**src/rtl/tt_throttle_pkg.sv**
```systemverilog
package tt_throttle_pkg;
  // Thermal zone of one rounded sample relative to target and band
  typedef enum logic [1:0] {
    ZONE_WARM = 2'd0,  // at or above target, not above the band
    ZONE_HOT  = 2'd1,  // above target + hysteresis
    ZONE_MILD = 2'd2,  // below target, inside the band
    ZONE_COLD = 2'd3   // below target - hysteresis
  } tt_zone_e;
endpackage

```
**src/rtl/tt_zone_classify.sv**
```systemverilog
module tt_zone_classify
  import tt_throttle_pkg::*;
#(
  parameter int TEMP_W = 12,
  parameter int FRAC_W = 2,
  parameter int TGT_W  = 8,
  parameter int HYST_W = 5
) (
  input  logic [TEMP_W-1:0] temp_sample,
  input  logic [TGT_W-1:0]  target_c,
  input  logic [HYST_W-1:0] hyst_c,
  output tt_zone_e          zone
);
  localparam int CMP_W = TEMP_W + TGT_W + HYST_W + 2;

  logic signed [TEMP_W:0]  samp_ext;
  logic signed [TEMP_W:0]  rounded;
  logic signed [CMP_W-1:0] temp_c;
  logic signed [CMP_W-1:0] tgt_c;
  logic signed [CMP_W-1:0] band_c;
  logic                    is_hot, is_cold, is_below;

  assign samp_ext = (TEMP_W+1)'($signed(temp_sample));

  generate
    if (FRAC_W > 0) begin : g_round
      localparam logic signed [TEMP_W:0] HALF = (TEMP_W+1)'(1 << (FRAC_W-1));
      logic signed [TEMP_W:0] biased;
      assign biased  = samp_ext + HALF;
      assign rounded = biased >>> FRAC_W;
    end else begin : g_whole
      assign rounded = samp_ext;
    end
  endgenerate

  assign temp_c = CMP_W'(rounded);
  assign tgt_c  = CMP_W'($signed(target_c));
  assign band_c = CMP_W'($signed({1'b0, hyst_c}));

  assign is_hot   = temp_c > (tgt_c + band_c);
  assign is_cold  = temp_c < (tgt_c - band_c);
  assign is_below = temp_c < tgt_c;

  always_comb begin
    if (is_hot)        zone = ZONE_HOT;
    else if (is_cold)  zone = ZONE_COLD;
    else if (is_below) zone = ZONE_MILD;
    else               zone = ZONE_WARM;
  end
endmodule

```
**src/rtl/tt_rate_gate.sv**
```systemverilog
module tt_rate_gate #(
  parameter int RATE_CYCLES = 1000
) (
  input  logic clk,
  input  logic rst_n,
  input  logic fire,
  output logic ready
);
  localparam int CNT_W = (RATE_CYCLES < 2) ? 1 : $clog2(RATE_CYCLES + 1);
  localparam logic [CNT_W-1:0] RELOAD = CNT_W'(RATE_CYCLES - 1);

  logic [CNT_W-1:0] cnt_q, cnt_nxt;
  logic             cnt_en;

  assign ready  = (cnt_q == '0);
  assign cnt_en = fire || !ready;

  always_comb begin
    if (fire) cnt_nxt = RELOAD;
    else      cnt_nxt = cnt_q - 1'b1;
  end

  always_ff @(posedge clk or negedge rst_n) begin
    if (!rst_n)      cnt_q <= '0;
    else if (cnt_en) cnt_q <= cnt_nxt;
  end

  // every event reloads the full interval
  p_reload_r4: assert property (@(posedge clk) disable iff (!rst_n)
    fire |=> (cnt_q == RELOAD));

  generate
    if (RATE_CYCLES > 1) begin : g_gap
      // gate closed in the cycle after an event
      p_gap_r4: assert property (@(posedge clk) disable iff (!rst_n)
        fire |=> !ready);
    end
  endgenerate
endmodule

```
**src/rtl/tt_ceiling_track.sv**
```systemverilog
module tt_ceiling_track
  import tt_throttle_pkg::*;
#(
  parameter int MULT_W   = 7,
  parameter int MULT_ABS = 125
) (
  input  logic              clk,
  input  logic              rst_n,
  input  logic              temp_valid,
  input  tt_zone_e          zone,
  input  logic              fire,
  input  logic [MULT_W-1:0] mult_q,
  input  logic [MULT_W-1:0] mult_dn,
  output logic [MULT_W-1:0] ceil_q,
  output logic [MULT_W-1:0] ceil_nxt
);
  localparam logic [MULT_W-1:0] ABS_V = MULT_W'(MULT_ABS);

  logic recover;
  logic ceil_en;

  assign recover = temp_valid && (ceil_q < ABS_V) &&
                   ((zone == ZONE_COLD) || (zone == ZONE_MILD));

  always_comb begin
    ceil_nxt = ceil_q;
    if (fire) begin
      ceil_nxt = mult_dn;
    end else if (recover) begin
      if (zone == ZONE_COLD)    ceil_nxt = ABS_V;
      else if (mult_q == ceil_q) ceil_nxt = ceil_q + 1'b1;
    end
  end

  assign ceil_en = fire || recover;

  always_ff @(posedge clk or negedge rst_n) begin
    if (!rst_n)       ceil_q <= ABS_V;
    else if (ceil_en) ceil_q <= ceil_nxt;
  end

  // ceiling follows the throttled multiplier
  p_ceil_follow_r3: assert property (@(posedge clk) disable iff (!rst_n)
    fire |=> (ceil_q == $past(mult_dn)));

  // a cold sample leaves the ceiling at the absolute value
  p_restore_r6: assert property (@(posedge clk) disable iff (!rst_n)
    (temp_valid && zone == ZONE_COLD) |=> (ceil_q == ABS_V));

  // ceiling never above the absolute value
  p_ceil_abs_r11: assert property (@(posedge clk) disable iff (!rst_n)
    ceil_q <= ABS_V);
endmodule

```
**src/rtl/thermal_throttle.sv**
```systemverilog
module thermal_throttle
  import tt_throttle_pkg::*;
#(
  parameter int MULT_W      = 7,
  parameter int MULT_MIN    = 1,
  parameter int MULT_ABS    = 125,
  parameter int MULT_DEF    = 95,
  parameter int TEMP_W      = 12,
  parameter int FRAC_W      = 2,
  parameter int TGT_W       = 8,
  parameter int HYST_W      = 5,
  parameter int RATE_CYCLES = 50_000_000
) (
  input  logic              clk,
  input  logic              rst_n,
  input  logic              temp_valid,
  input  logic [TEMP_W-1:0] temp_sample,
  input  logic [TGT_W-1:0]  target_c,
  input  logic [HYST_W-1:0] hyst_c,
  input  logic              req_valid,
  input  logic [MULT_W-1:0] req_mult,
  output logic [MULT_W-1:0] mult_out,
  output logic [MULT_W-1:0] ceil_out,
  output logic              mult_chg
);
  localparam logic [MULT_W-1:0] MIN_V = MULT_W'(MULT_MIN);
  localparam logic [MULT_W-1:0] DEF_V = MULT_W'(MULT_DEF);

  tt_zone_e          zone;
  logic              ready, fire;
  logic [MULT_W-1:0] mult_q, mult_nxt, mult_dn;
  logic [MULT_W-1:0] ceil_q, ceil_nxt;
  logic [MULT_W-1:0] req_clamped;
  logic              mult_en;
  logic              chg_q, chg_nxt;

  tt_zone_classify #(
    .TEMP_W (TEMP_W),
    .FRAC_W (FRAC_W),
    .TGT_W  (TGT_W),
    .HYST_W (HYST_W)
  ) u_classify (
    .temp_sample (temp_sample),
    .target_c    (target_c),
    .hyst_c      (hyst_c),
    .zone        (zone)
  );

  tt_rate_gate #(
    .RATE_CYCLES (RATE_CYCLES)
  ) u_gate (
    .clk   (clk),
    .rst_n (rst_n),
    .fire  (fire),
    .ready (ready)
  );

  assign fire    = temp_valid && (zone == ZONE_HOT) && ready;
  assign mult_dn = (mult_q > MIN_V) ? (mult_q - 1'b1) : MIN_V;

  tt_ceiling_track #(
    .MULT_W   (MULT_W),
    .MULT_ABS (MULT_ABS)
  ) u_ceil (
    .clk        (clk),
    .rst_n      (rst_n),
    .temp_valid (temp_valid),
    .zone       (zone),
    .fire       (fire),
    .mult_q     (mult_q),
    .mult_dn    (mult_dn),
    .ceil_q     (ceil_q),
    .ceil_nxt   (ceil_nxt)
  );

  // Request clamp against the ceiling as updated this cycle
  always_comb begin
    if (req_mult < MIN_V)         req_clamped = MIN_V;
    else if (req_mult > ceil_nxt) req_clamped = ceil_nxt;
    else                          req_clamped = req_mult;
  end

  always_comb begin
    if (fire)           mult_nxt = mult_dn;
    else if (req_valid) mult_nxt = req_clamped;
    else                mult_nxt = mult_q;
  end

  assign mult_en = fire || req_valid;
  assign chg_nxt = mult_en && (mult_nxt != mult_q);

  always_ff @(posedge clk or negedge rst_n) begin
    if (!rst_n)       mult_q <= DEF_V;
    else if (mult_en) mult_q <= mult_nxt;
  end

  always_ff @(posedge clk or negedge rst_n) begin
    if (!rst_n) chg_q <= 1'b0;
    else        chg_q <= chg_nxt;
  end

  assign mult_out = mult_q;
  assign ceil_out = ceil_q;
  assign mult_chg = chg_q;

  // ordering between floor, multiplier and ceiling
  p_mult_le_ceil_r11: assert property (@(posedge clk) disable iff (!rst_n)
    mult_q <= ceil_q);
  // floor is never crossed
  p_mult_floor_r5: assert property (@(posedge clk) disable iff (!rst_n)
    mult_q >= MIN_V);
  // one notch per throttle event
  p_step_down_r3: assert property (@(posedge clk) disable iff (!rst_n)
    (fire && mult_q > MIN_V) |=> (mult_q == $past(mult_q) - 1'b1));
  // event at the floor holds the floor
  p_floor_hold_r5: assert property (@(posedge clk) disable iff (!rst_n)
    (fire && mult_q == MIN_V) |=> (mult_q == MIN_V));
  // no strobes, no movement
  p_idle_hold_r8: assert property (@(posedge clk) disable iff (!rst_n)
    (!temp_valid && !req_valid) |=> ($stable(mult_q) && $stable(ceil_q)));
  // an in-range request is taken as is
  p_req_take_r9: assert property (@(posedge clk) disable iff (!rst_n)
    (req_valid && !fire && req_mult >= MIN_V && req_mult <= ceil_nxt)
      |=> (mult_q == $past(req_mult)));
  // strobe marks exactly the cycles after a change
  p_chg_track_r10: assert property (@(posedge clk) disable iff (!rst_n)
    mult_chg == (mult_q != $past(mult_q)));
endmodule

```
**config.mk**
```make
export PLATFORM = sky130hd
export DESIGN_NAME = thermal_throttle
export DESIGN_NICKNAME = d
export VERILOG_FILES = /design/src/rtl/tt_throttle_pkg.sv /design/src/rtl/tt_zone_classify.sv /design/src/rtl/tt_rate_gate.sv /design/src/rtl/tt_ceiling_track.sv /design/src/rtl/thermal_throttle.sv
export SDC_FILE = /design/constraint.sdc
export NUM_CORES = 1
export LEC_CHECK = 0
export ABC_AREA = 1
export ABC_CLOCK_PERIOD_IN_PS = 9430
export BUFFER_PORTS_ARGS = -buffer_cell sky130_fd_sc_hd__buf_4
export CAP_MARGIN = 20
export CORE_MARGIN = 8
export CORE_UTILIZATION = 40
export CTS_BUF_LIST = sky130_fd_sc_hd__clkbuf_4 sky130_fd_sc_hd__clkbuf_8 sky130_fd_sc_hd__clkbuf_16
export DETAILED_ROUTE_END_ITERATION = 6
export GPL_ROUTABILITY_DRIVEN = 0
export HOLD_SLACK_MARGIN = 0.08
export PLACE_DENSITY = 0.64
export SYNTH_ARGS = -nofsm -noshare
export SYNTH_HDL_FRONTEND = slang
export SYNTH_SLANG_ARGS = --single-unit
```
**constraint.sdc**
```tcl
create_clock -name clk -period 9.43 [get_ports clk]
set_input_delay 2.829 -clock clk [delete_from_list [all_inputs] [get_ports clk]]
set_output_delay 2.829 -clock clk [all_outputs]
set_load 0.05 [all_outputs]
```
==> impl_metrics.ini, run 1 <==
[logic_synthesis]
yosysWarningCount = 0
synthCells = 711
synth-edff-count = 0
yosys.area.top_type = dfrtp_1
syn_nets = 796
ys.flop_type = dfrtp_1
ys_seq_area_share_pct = 22.50
avgSynthCellArea_um2 = 6.508
ys_top_cells_by_area = dfrtp_1, nand2_1, ha_1, inv_1, dfstp_2
ys_ff_latch = 41
netlist_area_mm2 = 0.004627
ys_types = 47
async_reset_ff_share_pct = 100.0
yosysTopAreaCellShare_pct = 15.68

[placed_design]
io_buffer_count = 49
hpwl_mm = 9.558

[routing]
postRouteAntennaNets = 0
topRoutingLayerUsed = met4
wl_met1_mm = 5.410
dr_wl_met2_mm = 5.589
wl_per_cell_um = 12.87
via_per_inst = 4.997
totalWireLength_mm = 11.62
via_count = 4512
drc = 0
wl_met3_um = 410
drt_pre_antenna_iters = 5
drt-initial-drc-count = 310

[power_and_ir_drop]
p_leak_nw = 2.912
p_per_area_mw_per_mm2 = 226.8
peakVddDrop_mv = 0.1504

[setup_path]
path_common_cell = nand2_1
cp.arrival_ns = 8.06
max_stage_delay_ns = 0.40
cp-end-kind = flip-flop
worstRegToRegCells = 27
critical-path-slowest-cell = ha_1
critical_path_depth = 35
path_buf_inv = 2
crit_type = primary input to flip-flop
path_max_fanout = 11
crit_path_start_kind = primary input
crit_required_ns = 9.60
critPathTopFamily = simple AND/OR/NAND/NOR gates

[floorplan]
start_util_pct = 40.70
ios = 51
fp.dieH_um = 123.6
core-area_mm2 = 0.01137
num_rows = 39
die_w_um = 123.6
fp.dieArea_mm2 = 0.01526

[finish]
final_cell_mix = nand2_1, inv_1, nor2_1
utilization_pct = 46.67
layout.nets = 844
seq_area_mm2 = 0.001041
fill_cells = 1162
layout_commonest_cell = nand2_1
drive_gt1_share_pct = 14.08
area_growth_pct = 14.68
n_antenna_cell = 0
multi_input_area_mm2 = 0.003063

[run_status]
status = finished clean

[sta]
period_needed_ns = 7.888
slew_violations = 0
setup_viol = 0
grt_setup_unrepaired = no
finalCritPeriodShare_pct = 83.65
hold_violations = 0
max_freq_mhz = 126.8
slew_headroom_pct = 57.17
clock_skew_ns = 0.008547
tns_ns = 0
tightest_slew_ns = 0.6400

[global_route]
grt_pass1_vias = 4286
grt_pass1_wl_mm = 19.41
grt_max_degree = 42
gr-total-overflow = 0
grt_usage_pct = 15.58
antenna_found_initial = 0

[cts]
clock-sinks = 41
post_cts_buffers = 0
cts_buffer_depth = 2
tritoncts = done
hold_buffers = 0
numCtsBuffers = 5
insertion_delay_ns = 0.28
htree_num_levels = 2
clkTransAtPathRegs_ns = 0.06
cts_root_buf = clkbuf_16
postCtsResizedCells = 0

[run]
cap_violations = 0

[worst_hold_path]
hp-class = flip-flop to flip-flop
hold_depth = 1
## cell type report
type / instances / share of cell area, %
Multi-Input combinational cell: 535 / 57.72
Sequential cell: 41 / 19.62
Inverter: 127 / 9.031
Timing Repair Buffer: 49 / 6.932
Tap cell: 143 / 3.372
Clock buffer: 7 / 2.759
Clock inverter: 1 / 0.5659
## metal layers
layer | vias up | track usage (%)
met5 | - | 0
met1 | 2059 | 19.91
li1 | 2351 | -
met2 | 86 | 26.63
met3 | 16 | 2.009
met4 | 0 | 5.041
## state kept, by name (all words and copies together), names as in the netlist
| register | count |
|---|---|
| mult_chg | 1 |
| mult_out | 7 |
| u_ceil.ceil_q | 7 |
| u_gate.cnt_q | 26 |
## cell families (layout without fill, tap and decap cells)
logic type,after synthesis,after routing,synth area share (%)
XOR/XNOR,39,39,7.382
AO/OA/AOI/OAI,74,74,9.302
adder cells (fa/ha/maj),49,49,13.57
flip-flops,41,41,22.50
buffers and inverters,135,184,11.30
AND/OR/NAND/NOR,373,373,35.94
## stage by stage
| step | setup WS, ns | instances | hold WS (ns) | area (um2) | total power [mW] |
|---|---|---|---|---|---|
| detailed placement | 1.330 | 895 | 0.4646 | 5130 | 0.9980 |
| global route | 1.025 | 903 | 0.4746 | 5306 | 1.311 |
| finish | 1.542 | 903 | 0.4752 | 5306 | 1.204 |
| CTS | 1.582 | 903 | 0.4735 | 5306 | 1.208 |
| floorplan | 2.294 | 711 | 0.4426 | 4627 | 0.8264 |
| global placement | 1.512 | 895 | 0.4600 | 5130 | 0.9810 |
## path summary, 6_finish.rpt
kind / start / endpoint / slack [ns]
worst max-delay path: target_c[2] / mult_chg$_DFF_PN0_ / 1.54
worst min-delay path: u_gate.cnt_q[10]$_DFFE_PN0P_ / u_gate.cnt_q[10]$_DFFE_PN0P_ / 0.48
worst max register to register: mult_out[2]$_DFFE_PN1P_ / mult_chg$_DFF_PN0_ / 5.26
worst min register to register: u_gate.cnt_q[10]$_DFFE_PN0P_ / u_gate.cnt_q[10]$_DFFE_PN0P_ / 0.48
max in group asynchronous: rst_n / mult_out[0]$_DFFE_PN1P_ / 6.53
min in group asynchronous: rst_n / u_gate.cnt_q[25]$_DFFE_PN0P_ / 2.52
## where the power goes
group / internal, mW / total (mW) / switching, mW
Sequential: 0.247 / 0.333 / 0.0862
Combinational: 0.240 / 0.668 / 0.428
Clock: 0.135 / 0.203 / 0.0674
Total: 0.622 / 1.20 / 0.581
## synth_stat cells (all sizes together), types with 13 or more instances
cell	n
ha	47
a21oi	32
nand2	201
o21ai	23
nand4	13
nor3	13
nor2	76
xnor2	18
dfrtp	29
xor2	21
nand3	52
inv	127
No activity file was read; power rests on OpenSTA's default activity.
==> run 2: changes to the inputs <==
ABC_AREA = 0   (was 1)
ABC_CLOCK_PERIOD_IN_PS = 6700   (was 9430)
PLACE_DENSITY = 0.66   (was 0.64)
clock period = 6.7 ns   (was 9.43 ns; I/O delays follow)
==> run 2 against run 1 <==
The run now ends with negative setup slack left. Clock skew is 0.0027 ns lower. Synthesized cell count is 24% lower. Setup slack worse by 2.0 ns. Cell count is 9.4% lower. Count of clock-buffer cells in the layout is 1 lower. Register-to-register slack worse by 3.4 ns. Non-clock buffer count is 102 higher. Die area is 3.4% lower. Critical endpoint unchanged. Hold slack worse by 0.0081 ns.
==> impl_metrics.ini, run 2 <==
[run_status]
status = complete, but fails checks
violations = negative setup slack

[cts]
htree_num_levels = 2
cts_root_buf = clkbuf_8
insertion_delay_ns = 0.30
numCtsBuffers = 5
tritoncts = done
clock-sinks = 41
cts_buffer_depth = 2
clkTransAtPathRegs_ns = 0.08

[setup_path]
crit_path_start_kind = primary input
max_stage_delay_ns = 0.54
path_buf_inv = 4
path_max_fanout = 8
cp.arrival_ns = 7.35
critPathTopFamily = simple AND/OR/NAND/NOR gates
timing.rr.start = u_gate.cnt_q[2]$_DFFE_PN0P_
crit_type = primary input to flip-flop
crit_required_ns = 6.87
path_common_cell = a21oi_2
r2r_slack_ns = 1.85
cp-end-kind = flip-flop
worstRegToRegCells = 21
critical-path-slowest-cell = or4b_1
r2r_end = mult_chg$_DFF_PN0_

[sta]
period_needed_ns = 7.176
setup_slack_ns = -0.4761
tightest_slew_ns = 1.053
whs_ns = 0.4671
tns_ns = -1.078
max_freq_mhz = 139.4
hold_violations = 0
grt_setup_unrepaired = yes
finalCritPeriodShare_pct = 107.1
clock_skew_ns = 0.005818
setup_viol = 4
slew_headroom_pct = 29.16
slew_violations = 0

[floorplan]
ios = 51
num_rows = 38
fp.dieArea_mm2 = 0.01475
start_util_pct = 41.03
core-area_mm2 = 0.01084
die_w_um = 121.5
fp.dieH_um = 121.5

[logic_synthesis]
synthTopCellsByCount = ha_1, nor2_1, nand2_1, a21oi_1, inv_1
yosysTopAreaCellShare_pct = 16.32
syn_nets = 625
ys.flop_type = dfrtp_1
synth_most_common_cell = ha_1
ys_ff_latch = 41
ys_top_cells_by_area = dfrtp_1, ha_1, dfstp_2, xnor2_1, xor2_1
async_reset_ff_share_pct = 100.0
netlist_area_mm2 = 0.004448
avgSynthCellArea_um2 = 8.237
yosysWarningCount = 0
yosys.area.top_type = dfrtp_1
ys_types = 74
synth-edff-count = 0
synthCells = 540
ys_seq_area_share_pct = 23.40

[power_and_ir_drop]
internal-power_mw = 0.8644
seqPwrFrac_pct = 30.6
p_sw_mw = 0.6872
power_frac_comb_pct = 56.1
p_per_area_mw_per_mm2 = 250.7
p_clk_share_pct = 13.3
power.share.switching_pct = 44.29
peakVddDrop_mv = 0.2018
p_leak_nw = 2.832

[finish]
largest_reg_flops = 26
area_growth_pct = 39.13
n_antenna_cell = 0
layout.nets = 762
drive_gt1_share_pct = 37.76
final_cell_mix = buf_4, nor2_1, ha_1
layout_commonest_cell = buf_4
regMostFlops = u_gate.cnt_q
utilization_pct = 57.09

[routing]
wl_per_cell_um = 16.08
drc = 0
drt-initial-drc-count = 291
postRouteAntennaNets = 0
totalWireLength_mm = 13.15
via_per_inst = 5.529
via_count = 4523
drt_pre_antenna_iters = 7

[placed_design]
io_buffer_count = 49
hpwl_mm = 9.651
pre_cts_ws_ns = -0.8474

[worst_hold_path]
hp-class = flip-flop to flip-flop
holdPathEnd = u_gate.cnt_q[10]$_DFFE_PN0P_
hold_depth = 1
hold_path_startpoint = u_gate.cnt_q[10]$_DFFE_PN0P_

[run]
cap_violations = 0

[global_route]
grt_pass1_vias = 4365
grt_max_degree = 42
grt_pass1_wl_mm = 20.54
antenna_found_initial = 0
gr-total-overflow = 0
grt_usage_pct = 16.82
[run 2: changes by cell type after synthesis, sizes merged, moves of 6 or more]
| cell | before | now |
|---|---|---|
| xnor2 | 18 | 30 |
| nand2 | 201 | 43 |
| nor3 | 13 | 24 |
| a21o | 0 | 10 |
| nand2b | 0 | 6 |
| nor4 | 4 | 12 |
| buf | 3 | 10 |
| nor2 | 76 | 47 |
| inv | 127 | 36 |
| and3 | 1 | 8 |
| nand3 | 52 | 23 |
| clkbuf | 5 | 11 |
| nor2b | 0 | 6 |
[run 2: kinds of logic (layout without fill, tap and decap cells)]
family / Yosys count / after routing / share of synthesized area, %
AOI/OAI and AO/OA: 120 / 120 / 18.37
muxes: 6 / 6 / 1.378
xor gates and xnor gates: 55 / 55 / 10.83
and+or+nand+nor: 212 / 212 / 26.36
DFF: 41 / 41 / 23.40
buffers and inverters: 57 / 195 / 5.541
adders and majority gates: 49 / 49 / 14.12
[run 2: layout make-up]
class,count,area [um2]
repair buffers,151,1186
flip-flops and latches,41,1041
well taps,140,175.2
fillers,973,4652
inverters,36,140.1
clock inverters,2,35.03
multi-input cells,442,3535
clock buffers,6,76.32
[run 2: routing by layer]
layer / up-vias / share of wire [%] / GRT usage, %
met3: 30 / 3.9 / 2.606
met1: 2172 / 47 / 22.14
li1: 2203 / - / -
met5: - / 0 / 0
met2: 118 / 47 / 27.69
met4: 0 / 1.5 / 5.012
[run 2: stage by stage]
| step | std cells | power, mW | cell area [um2] |
|---|---|---|---|
| finish | 818 | 1.552 | 6188 |
| global route | 818 | 1.646 | 6188 |
| global placement | 789 | 1.202 | 5540 |
| detailed placement | 789 | 1.225 | 5540 |
| floorplan | 540 | 0.9578 | 4527 |
| CTS | 807 | 1.476 | 5898 |
[run 2: what timing repair did]
action,in CTS,in global routing
gates resized for setup,30,51
setup buffers,10,12
hold buffers,0,0
endpoints found under the setup margin,5,8
pin swaps,36,35
[run 2: worst max path at each step]
stage,startpoint,to,cells after the start
5_1_grt,hyst_c[1],mult_chg$_DFF_PN0_,34
3_5_place_dp,target_c[0],mult_chg$_DFF_PN0_,28
4_1_cts,target_c[0],mult_chg$_DFF_PN0_,29
6_report,hyst_c[0],mult_chg$_DFF_PN0_,31
3_3_place_gp,target_c[0],mult_chg$_DFF_PN0_,30
2_1_floorplan,target_c[0],mult_chg$_DFF_PN0_,32
[run 2: power by group through the flow]
stage | combinational, mW | sequential (mW) | clock, mW
finish | 0.871 | 0.474 | 0.207
floorplan | 0.453 | 0.505 | 0
CTS | 0.802 | 0.466 | 0.208
detailed placement | 0.757 | 0.469 | 0
global placement | 0.738 | 0.465 | 0
global route | 0.943 | 0.483 | 0.219
